$ cat src/rtl/apb_rb_pkg.sv
package apb_rb_pkg;
   typedef enum logic {
      RB_IDLE = 1'b0,
      RB_WAIT = 1'b1
   } rb_state_e;

   function automatic int rb_lanes(input int data_w);
      return data_w / 8;
   endfunction
endpackage

$ cat src/rtl/apb_rb_lanes.sv
module apb_rb_lanes #(
   parameter int DATA_W   = 32,
   parameter bit HAS_STRB = 1'b1,
   localparam int LANES   = apb_rb_pkg::rb_lanes(DATA_W)
) (
   input  logic [LANES-1:0]  strb,
   output logic [DATA_W-1:0] biten
);
   generate
      if (HAS_STRB) begin : g_strb
         for (genvar l = 0; l < LANES; l++) begin : g_lane
            assign biten[l*8 +: 8] = {8{strb[l]}};
         end
      end else begin : g_nostrb
         logic unused_strb;
         assign unused_strb = ^strb;
         assign biten = '1;
      end
   endgenerate

   // R8/R9 lane check next to the expansion
   always_comb begin
      for (int l = 0; l < LANES; l++) begin
         a_r8_lane_mask: assert (biten[l*8 +: 8] == (HAS_STRB ? {8{strb[l]}} : 8'hFF))
            else $error("R8/R9 lane mask mismatch");
      end
   end
endmodule

$ cat src/rtl/apb_rb_seq.sv
module apb_rb_seq
   import apb_rb_pkg::*;
(
   input  logic clk,
   input  logic rst_n,
   input  logic psel,
   input  logic penable,
   input  logic pwrite,
   input  logic rd_ack,
   input  logic wr_ack,
   output logic req,
   output logic done
);
   rb_state_e state_q, state_d;
   logic access, pending, hit;

   assign access  = psel & penable;
   assign req     = access & (state_q == RB_IDLE);
   assign pending = req | (state_q == RB_WAIT);
   assign hit     = pwrite ? wr_ack : rd_ack;
   assign done    = pending & hit;

   always_comb begin
      state_d = state_q;
      if (done)     state_d = RB_IDLE;
      else if (req) state_d = RB_WAIT;
   end

   always_ff @(posedge clk or negedge rst_n) begin
      if (!rst_n) state_q <= RB_IDLE;
      else        state_q <= state_d;
   end

   a_r2_no_reissue: assert property (@(posedge clk) disable iff (!rst_n)
      (state_q == RB_WAIT) |-> !req);
   a_r2_wait_holds: assert property (@(posedge clk) disable iff (!rst_n)
      (req && !done) |=> (state_q == RB_WAIT));
endmodule

$ cat src/rtl/apb_rb_resp.sv
module apb_rb_resp #(
   parameter int DATA_W = 32
) (
   input  logic              done,
   input  logic              pwrite,
   input  logic [DATA_W-1:0] rd_data,
   input  logic              rd_err,
   input  logic              wr_err,
   output logic [DATA_W-1:0] prdata,
   output logic              pready,
   output logic              pslverr
);
   assign pready  = done;
   assign prdata  = (done && !pwrite) ? rd_data : '0;
   assign pslverr = done & (pwrite ? wr_err : rd_err);
endmodule

$ cat src/rtl/apb_regbridge.sv
module apb_regbridge #(
   parameter int ADDR_W   = 16,
   parameter int DATA_W   = 32,
   parameter bit HAS_STRB = 1'b1,
   localparam int LANES   = DATA_W / 8
) (
   input  logic              clk,
   input  logic              rst_n,
   input  logic              psel,
   input  logic              penable,
   input  logic              pwrite,
   input  logic [ADDR_W-1:0] paddr,
   input  logic [DATA_W-1:0] pwdata,
   input  logic [LANES-1:0]  pstrb,
   input  logic [2:0]        pprot,
   output logic [DATA_W-1:0] prdata,
   output logic              pready,
   output logic              pslverr,
   output logic              rq_valid,
   output logic              rq_write,
   output logic [ADDR_W-1:0] rq_addr,
   output logic [DATA_W-1:0] rq_wdata,
   output logic [DATA_W-1:0] rq_biten,
   input  logic              rd_ack,
   input  logic [DATA_W-1:0] rd_data,
   input  logic              rd_err,
   input  logic              wr_ack,
   input  logic              wr_err
);
   generate
      if (DATA_W < 8 || DATA_W % 8 != 0) begin : g_bad_width
         $error("apb_regbridge: DATA_W must be a positive multiple of 8");
      end
      if (ADDR_W < 1) begin : g_bad_addr
         $error("apb_regbridge: ADDR_W must be at least 1");
      end
   endgenerate

   logic unused_prot;
   assign unused_prot = ^pprot;

   logic done;

   apb_rb_seq u_seq (
      .clk     (clk),
      .rst_n   (rst_n),
      .psel    (psel),
      .penable (penable),
      .pwrite  (pwrite),
      .rd_ack  (rd_ack),
      .wr_ack  (wr_ack),
      .req     (rq_valid),
      .done    (done)
   );

   apb_rb_lanes #(.DATA_W(DATA_W), .HAS_STRB(HAS_STRB)) u_lanes (
      .strb  (pstrb),
      .biten (rq_biten)
   );

   apb_rb_resp #(.DATA_W(DATA_W)) u_resp (
      .done    (done),
      .pwrite  (pwrite),
      .rd_data (rd_data),
      .rd_err  (rd_err),
      .wr_err  (wr_err),
      .prdata  (prdata),
      .pready  (pready),
      .pslverr (pslverr)
   );

   assign rq_write = pwrite;
   assign rq_addr  = paddr;
   assign rq_wdata = pwdata;

   a_r1_req_in_access: assert property (@(posedge clk) disable iff (!rst_n)
      rq_valid |-> (psel && penable));
   a_r1_single_pulse: assert property (@(posedge clk) disable iff (!rst_n)
      (rq_valid && !pready) |=> !rq_valid);
   a_r4_ready_needs_ack: assert property (@(posedge clk) disable iff (!rst_n)
      pready |-> (psel && penable && (rd_ack || wr_ack)));
   a_r7_kind_match: assert property (@(posedge clk) disable iff (!rst_n)
      pready |-> (pwrite ? wr_ack : rd_ack));
   a_r5_prdata_quiet: assert property (@(posedge clk) disable iff (!rst_n)
      !(pready && !pwrite) |-> (prdata == '0));
   a_r7_err_needs_ready: assert property (@(posedge clk) disable iff (!rst_n)
      pslverr |-> pready);
endmodule

$ cat config.mk
export PLATFORM = sky130hd
export DESIGN_NAME = apb_regbridge
export DESIGN_NICKNAME = d
export VERILOG_FILES = /design/src/rtl/apb_rb_pkg.sv /design/src/rtl/apb_rb_lanes.sv /design/src/rtl/apb_rb_seq.sv /design/src/rtl/apb_rb_resp.sv /design/src/rtl/apb_regbridge.sv
export SDC_FILE = /design/constraint.sdc
export NUM_CORES = 1
export LEC_CHECK = 0
export BUFFER_PORTS_ARGS = -buffer_cell sky130_fd_sc_hd__buf_2
export CAP_MARGIN = 0
export CELL_PAD_IN_SITES_DETAIL_PLACEMENT = 0
export CELL_PAD_IN_SITES_GLOBAL_PLACEMENT = 1
export CORE_MARGIN = 1.5
export CORE_UTILIZATION = 16
export CTS_BUF_LIST = sky130_fd_sc_hd__clkbuf_4
export DETAILED_ROUTE_END_ITERATION = 6
export PLACE_DENSITY = 0.79
export SLEW_MARGIN = 15
export SYNTH_ARGS = -nofsm -noshare
export SYNTH_HDL_FRONTEND = slang
export SYNTH_SLANG_ARGS = --single-unit
$ cat constraint.sdc
create_clock -name clk -period 1.3 [get_ports clk]
set_input_delay 0.195 -clock clk [delete_from_list [all_inputs] [get_ports clk]]
set_output_delay 0.195 -clock clk [all_outputs]
set_load 0.02 [all_outputs]
==> flow_metrics.py, run 1 <==
metrics = {
    "job": {
        "max_cap_viol_count": 0,
    },
    "drt": {
        "first_pass_iters": 4,
        "ant_nets": 0,
        "vias": 710,
        "maxUsedRoutingLayer": "met4",
        "wl_met3_um": 323,
        "drtIter0Drc": 8,
        "routed_wl_um": 2174,
        "vias_per_cell": 3.170,
        "wl_met2_um": 996,
        "wl_per_cell_um": 9.705,
        "post-route-drc-count": 0,
        "wl_met1_um": 690,
    },
    "critical_path": {
        "reg2reg_from": "u_seq.state_q$_DFFE_PN0P_",
        "worstSetupPathDepth": 4,
        "r2r-end": "u_seq.state_q$_DFFE_PN0P_",
        "worstSetupStartpointType": "flip-flop",
        "cp.required_ns": 1.11,
        "critical_path_buf_inv_count": 2,
        "cpMaxStageDelayCell": "dfrtp_1",
        "critPathMaxStageDelay_ns": 0.38,
        "worstRegToRegCells": 3,
        "critPathCapture": "prdata[24]",
        "end_kind": "output pin",
        "crit_type": "reg -> out",
        "reg2reg_slack_ns": 0.25,
        "timing.critical_path.cells": "a21oi_4 -> buf_12 -> nor3b_2 -> buf_2",
        "path_max_fanout": 29,
        "critical_path_arrival_ns": 1.01,
        "critical_path.top_delay_family": "flip-flops",
        "crit_start": "u_seq.state_q$_DFFE_PN0P_",
    },
    "floorplanning": {
        "rows": 31,
        "design.core.area_sq_mm": 0.007214,
        "start_util": 0.1653,
        "ios": 212,
        "dieArea_sq_mm": 0.007979,
        "fp.dieH_um": 89.33,
        "die_x_um": 89.33,
    },
    "global_route": {
        "antenna_found_initial": 0,
        "grt_max_degree": 30,
        "grt_pass1_vias": 514,
        "grt_overflow": 0,
        "grt_pass1_wl_um": 2408,
        "grtUsageTotal": 0.03867,
    },
    "synthesis": {
        "yosys_most_used_dff": "dfrtp_1",
        "ys_async_sr_fraction": 1.000,
        "post-synth-top-area-fraction": 0.5100,
        "yosys_warnings": 0,
        "yosysMostFrequentCell": "buf_4",
        "synth_fp_nets": 227,
        "synth_commonest_cells": "buf_4 (81), nor3b_2 (29), buf_6 (4)",
        "yosysUniqueCellTypes": 15,
        "syn_area_sq_mm": 0.001192,
        "synthTopCellsByArea": "buf_4 (51%), nor3b_2 (30%), buf_6 (3.8%), buf_12 (3.4%), dfrtp_1 (2.1%)",
        "synth_edf_count": 0,
        "ys_ff_latch": 1,
        "synth_area_leader_cell": "buf_4",
        "yosysSeqAreaShare": 0.02099,
        "syn_avg_cell_area_sq_um": 9.102,
        "synth_cells": 131,
    },
    "layout": {
        "top_regs": "u_seq.state_q (1)",
        "nFillCells": 829,
        "multi_input_area_sq_um": 459.2,
        "largest_reg_flops": 1,
        "drive_gt1_frac": 0.9040,
        "syn_to_final_growth_pct": -9.969,
        "seq_area_sq_um": 25.02,
        "fin_nets": 223,
        "top_register": "u_seq.state_q",
        "antennaDiodeCount": 0,
    },
    "cts": {
        "clock_latency_ns": 0,
        "cts_setup_buffers": 0,
        "clk_pin_slew_ns": 0,
    },
    "placement": {
        "dp_hpwl_um": 1818,
        "portBuffers": 76,
        "routabilityCongestion": 0.6022,
        "dp_slack_ns": 0.08297,
    },
    "pwr": {
        "swShare": 0.4843,
        "p_int_uw": 183.1,
        "vdd_drop_max_v": 0.00008134,
        "combPwrFrac": 0.894,
        "pwr-share-seq": 0.106,
        "leakage_uw": 0.0005106,
        "pwr_density_cell_mw_per_mm2": 330.7,
        "pwr-share-clk": 0,
        "switching_power_uw": 172.0,
    },
    "timing": {
        "worst_slew_pin_slew_ns": 0.1901,
        "finalSetupTns_ns": 0,
        "rsz0062_at_grt": "no",
        "fin_worst_skew_ns": 0,
        "finalHoldViolations": 0,
        "period_needed_ns": 1.207,
        "maxSlewViolCount": 0,
        "slew_headroom": 0.8732,
        "max_freq_mhz": 828.4,
        "fin_ws_ns": 0.09285,
        "finalSetupViolCount": 0,
        "layout_worst_path_cycle_share": 0.9286,
    },
    "status": {
        "outcome": "completed",
    },
    "min_path": {
        "hp-class": "in -> out",
    },
}
## power groups by stage
stage | registers [uW] | logic (uW) | clock network (uW)
floorplan | 37.3 | 576 | 0
global route | 38.0 | 348 | 0
finish | 37.7 | 317 | 0
detailed placement | 37.8 | 322 | 0
global placement | 37.5 | 317 | 0
CTS | 37.8 | 325 | 0
## cell type report
type | instances | area share
Multi-Input combinational cell | 42 | 0.4277
Sequential cell | 1 | 0.02331
Tap cell | 99 | 0.1154
Timing Repair Buffer | 82 | 0.4336
## cells in the final DEF, fill, tap and decap left out, types with 2 or more instances in the layout
| master | netlist | final |
|---|---|---|
| buf_2 | 0 | 76 |
| nor3b_2 | 29 | 29 |
| nor3b_1 | 3 | 3 |
| buf_12 | 2 | 3 |
| nand2_1 | 2 | 2 |
| a21oi_1 | 2 | 2 |
| buf_4 | 81 | 2 |
## per-stage QoR
| stage | utilization | instance area [sq um] | cells | power, uW | hold slack [ns] |
|---|---|---|---|---|---|
| after floorplan | - | 1192 | 131 | 613.7 | -0.1006 |
| after global placement | 0.1474 | 1064 | 223 | 354.7 | -0.03044 |
| after detailed placement | 0.1474 | 1064 | 223 | 360.2 | -0.02765 |
| after CTS | 0.1488 | 1074 | 224 | 363.3 | 0.3901 |
| after global routing | 0.1488 | 1074 | 224 | 385.6 | 0.3900 |
| final | 0.1488 | 1074 | 224 | 355.1 | 0.3900 |
## logic make-up after synthesis
logic type	synth area share
AOI/OAI and AO/OA	0.02204
buffers and inverters	0.5939
and+or+nand+nor	0.3631
DFF	0.02098
## what timing repair did
action / 4_1_cts / 5_1_grt
hold buffers: 1 / 0
hold endpoints to repair: 1 / 0
resized for setup: 0 / 0
## per-layer routing
metal / track usage / vias up
li1: - / 332
met3: 0.004617 / 26
met2: 0.07109 / 66
met5: 0 / -
met4: 0.03776 / 0
met1: 0.03651 / 286
## worst min-delay path by stage
stage	from	to	slack [ns]	cells past startpoint
detailed placement	rst_n	u_seq.state_q$_DFFE_PN0P_	-0.03	1
floorplan	rst_n	u_seq.state_q$_DFFE_PN0P_	-0.10	0
CTS	paddr[15]	rq_addr[15]	0.39	0
global placement	rst_n	u_seq.state_q$_DFFE_PN0P_	-0.03	1
global route	pwdata[29]	rq_wdata[29]	0.39	0
finish	pwdata[0]	rq_wdata[0]	0.39	0
No activity file was read; power rests on OpenSTA's default activity.
==> run 2, diff against run 1 <==
--- a/config.mk
+++ b/config.mk
@@ -7,13 +7,11 @@
 export LEC_CHECK = 0
 export BUFFER_PORTS_ARGS = -buffer_cell sky130_fd_sc_hd__buf_2
 export CAP_MARGIN = 0
-export CELL_PAD_IN_SITES_DETAIL_PLACEMENT = 0
-export CELL_PAD_IN_SITES_GLOBAL_PLACEMENT = 1
-export CORE_MARGIN = 1.5
-export CORE_UTILIZATION = 16
+export CORE_AREA = 4 4 79 81
 export CTS_BUF_LIST = sky130_fd_sc_hd__clkbuf_4
 export DETAILED_ROUTE_END_ITERATION = 6
-export PLACE_DENSITY = 0.79
+export DIE_AREA = 0 0 83 85
+export PLACE_DENSITY = 0.63
 export SLEW_MARGIN = 15
 export SYNTH_ARGS = -nofsm -noshare
 export SYNTH_HDL_FRONTEND = slang
==> run 2 against run 1 <==
Highest routed layer unchanged. Setup slack got worse by 0.0071 ns. Final cell count down 13%. Total power fell by 1.3%. Worst hold slack hardly changed. Wire length increased by 21%. Core utilization is 3.8 points higher. Die area decreased by 12%. Sequential share of layout area up 0.12 points. First-iteration DRC count fell by 50%. Sequential power is essentially flat. Global-route usage grew 2.7 points. Via count up 0.14%.
==> flow_metrics.py, run 2 (synthesis results as in run 1) <==
metrics = {
    "critical_path": {
        "crit_type": "in -> out",
        "timing.critical_path.cells": "buf_2 -> nand2b_4 -> buf_12 -> nor3b_1 -> buf_2",
        "worstSetupStartpointType": "input pin",
        "cp.required_ns": 1.11,
        "critPathMaxStageDelay_ns": 0.20,
        "crit_top_cell": "buf_2",
        "cpMaxStageDelayCell": "buf_2",
        "critical_path_arrival_ns": 1.02,
        "path_max_fanout": 34,
        "end_kind": "output pin",
    },
    "timing": {
        "fin_ws_ns": 0.08573,
        "period_needed_ns": 1.214,
        "finalHoldViolations": 0,
        "maxSlewViolCount": 0,
        "finalSetupViolCount": 0,
        "rsz0062_at_grt": "no",
        "layout_worst_path_cycle_share": 0.9341,
        "fin_worst_skew_ns": 0,
        "worst_slew_pin_slew_ns": 0.2213,
        "max_freq_mhz": 823.5,
        "holdWs_ns": 0.3900,
        "finalSetupTns_ns": 0,
        "slew_headroom": 0.8524,
    },
    "cts": {
        "cts_setup_buffers": 0,
        "ctsHoldBuffers": 1,
        "cts-resized-gates": 0,
        "clock_latency_ns": 0,
    },
    "layout": {
        "largest_reg_flops": 1,
        "top_regs": "u_seq.state_q (1)",
        "most-common-layout-cells": "buf_2 (76), nor3b_2 (29), nor3b_1 (3)",
        "nFillCells": 614,
        "top_register": "u_seq.state_q",
        "seq_area_sq_um": 25.02,
        "drive_gt1_frac": 0.9032,
        "multi_input_area_sq_um": 459.2,
        "final_common_cell": "buf_2",
        "final_area_sq_mm": 0.001020,
        "syn_to_final_growth_pct": -14.48,
        "antennaDiodeCount": 0,
        "fin_nets": 222,
    },
    "floorplanning": {
        "design.core.area_sq_mm": 0.005473,
        "rows": 27,
        "start_util": 0.2179,
        "die_x_um": 83,
        "fp.dieH_um": 85,
        "dieArea_sq_mm": 0.007055,
        "ios": 212,
    },
    "pwr": {
        "pwr-share-clk": 0,
        "swShare": 0.4943,
        "leakage_uw": 0.0005005,
        "pwr_density_cell_mw_per_mm2": 343.7,
        "vdd_drop_max_v": 0.0001472,
        "pwr-share-seq": 0.108,
        "p_int_uw": 177.2,
        "combPwrFrac": 0.892,
        "p_total_uw": 350.5,
        "switching_power_uw": 173.3,
    },
    "job": {
        "max_cap_viol_count": 0,
    },
    "drt": {
        "routed_wl_um": 2629,
        "vias": 711,
        "drtIter0Drc": 4,
        "vias_per_cell": 3.628,
        "ant_nets": 0,
        "wl_per_cell_um": 13.41,
        "post-route-drc-count": 0,
        "first_pass_iters": 4,
    },
    "global_route": {
        "grt_overflow": 0,
        "antenna_found_initial": 0,
        "grt_pass1_wl_um": 3919,
        "grt_util_met3": 0.04078,
        "grt.met2_usage": 0.1239,
        "grt.busiest_layer": "met2",
        "grt_pass1_vias": 721,
        "grt_max_degree": 35,
        "grtUsageTotal": 0.06524,
        "met1_usage": 0.05320,
    },
    "placement": {
        "dp_hpwl_um": 2334,
        "portBuffers": 76,
        "dp_slack_ns": 0.08865,
        "place_area_sq_mm": 0.001010,
        "routabilityCongestion": 0.7942,
    },
    "status": {
        "outcome": "completed",
    },
    "min_path": {
        "hp-class": "in -> out",
    },
}
[run 2: metal layers]
layer | vias up | part of all wire
li1 | 329 | -
met3 | 19 | 0.20
met1 | 286 | 0.28
met2 | 77 | 0.48
met4 | 0 | 0.036
met5 | - | 0
[run 2: metrics by stage]
step             util  cells
5_1_grt        0.1863    196
2_1_floorplan       -    131
6_report       0.1863    196
4_1_cts        0.1863    196
3_3_place_gp   0.1845    195
3_5_place_dp   0.1845    195
[run 2: area by class of cell]
type / instances / area share
repair buffers: 81 / 0.4368
flip-flops and latches: 1 / 0.02454
well taps: 72 / 0.08834
multi-input cells: 42 / 0.4503
[run 2: worst max-delay path: cells and delay by family]
kind / cells / cell delay [ns]
buf+inv: 3 / 0.47
simple gates: 2 / 0.33
[run 2: worst paths after layout]
kind / from / end / slack (ns) / cells after the start
worst max-delay path: pwrite / prdata[1] / 0.09 / 5
worst min-delay path: paddr[7] / rq_addr[7] / 0.39 / 0
worst max register to register: u_seq.state_q$_DFFE_PN0P_ / u_seq.state_q$_DFFE_PN0P_ / 0.19 / 3
worst min register to register: u_seq.state_q$_DFFE_PN0P_ / u_seq.state_q$_DFFE_PN0P_ / 0.87 / 3
max in group asynchronous: rst_n / u_seq.state_q$_DFFE_PN0P_ / 0.71 / 2
min in group asynchronous: rst_n / u_seq.state_q$_DFFE_PN0P_ / 0.51 / 2
[run 2: power groups by stage]
stage               combinational [uW]  sequential (uW)  clock, uW
finish                             313             37.8          0
global route                       340             37.8          0
detailed placement                 317             37.6          0
floorplan                          576             37.3          0
global placement                   313             37.4          0
CTS                                320             37.6          0
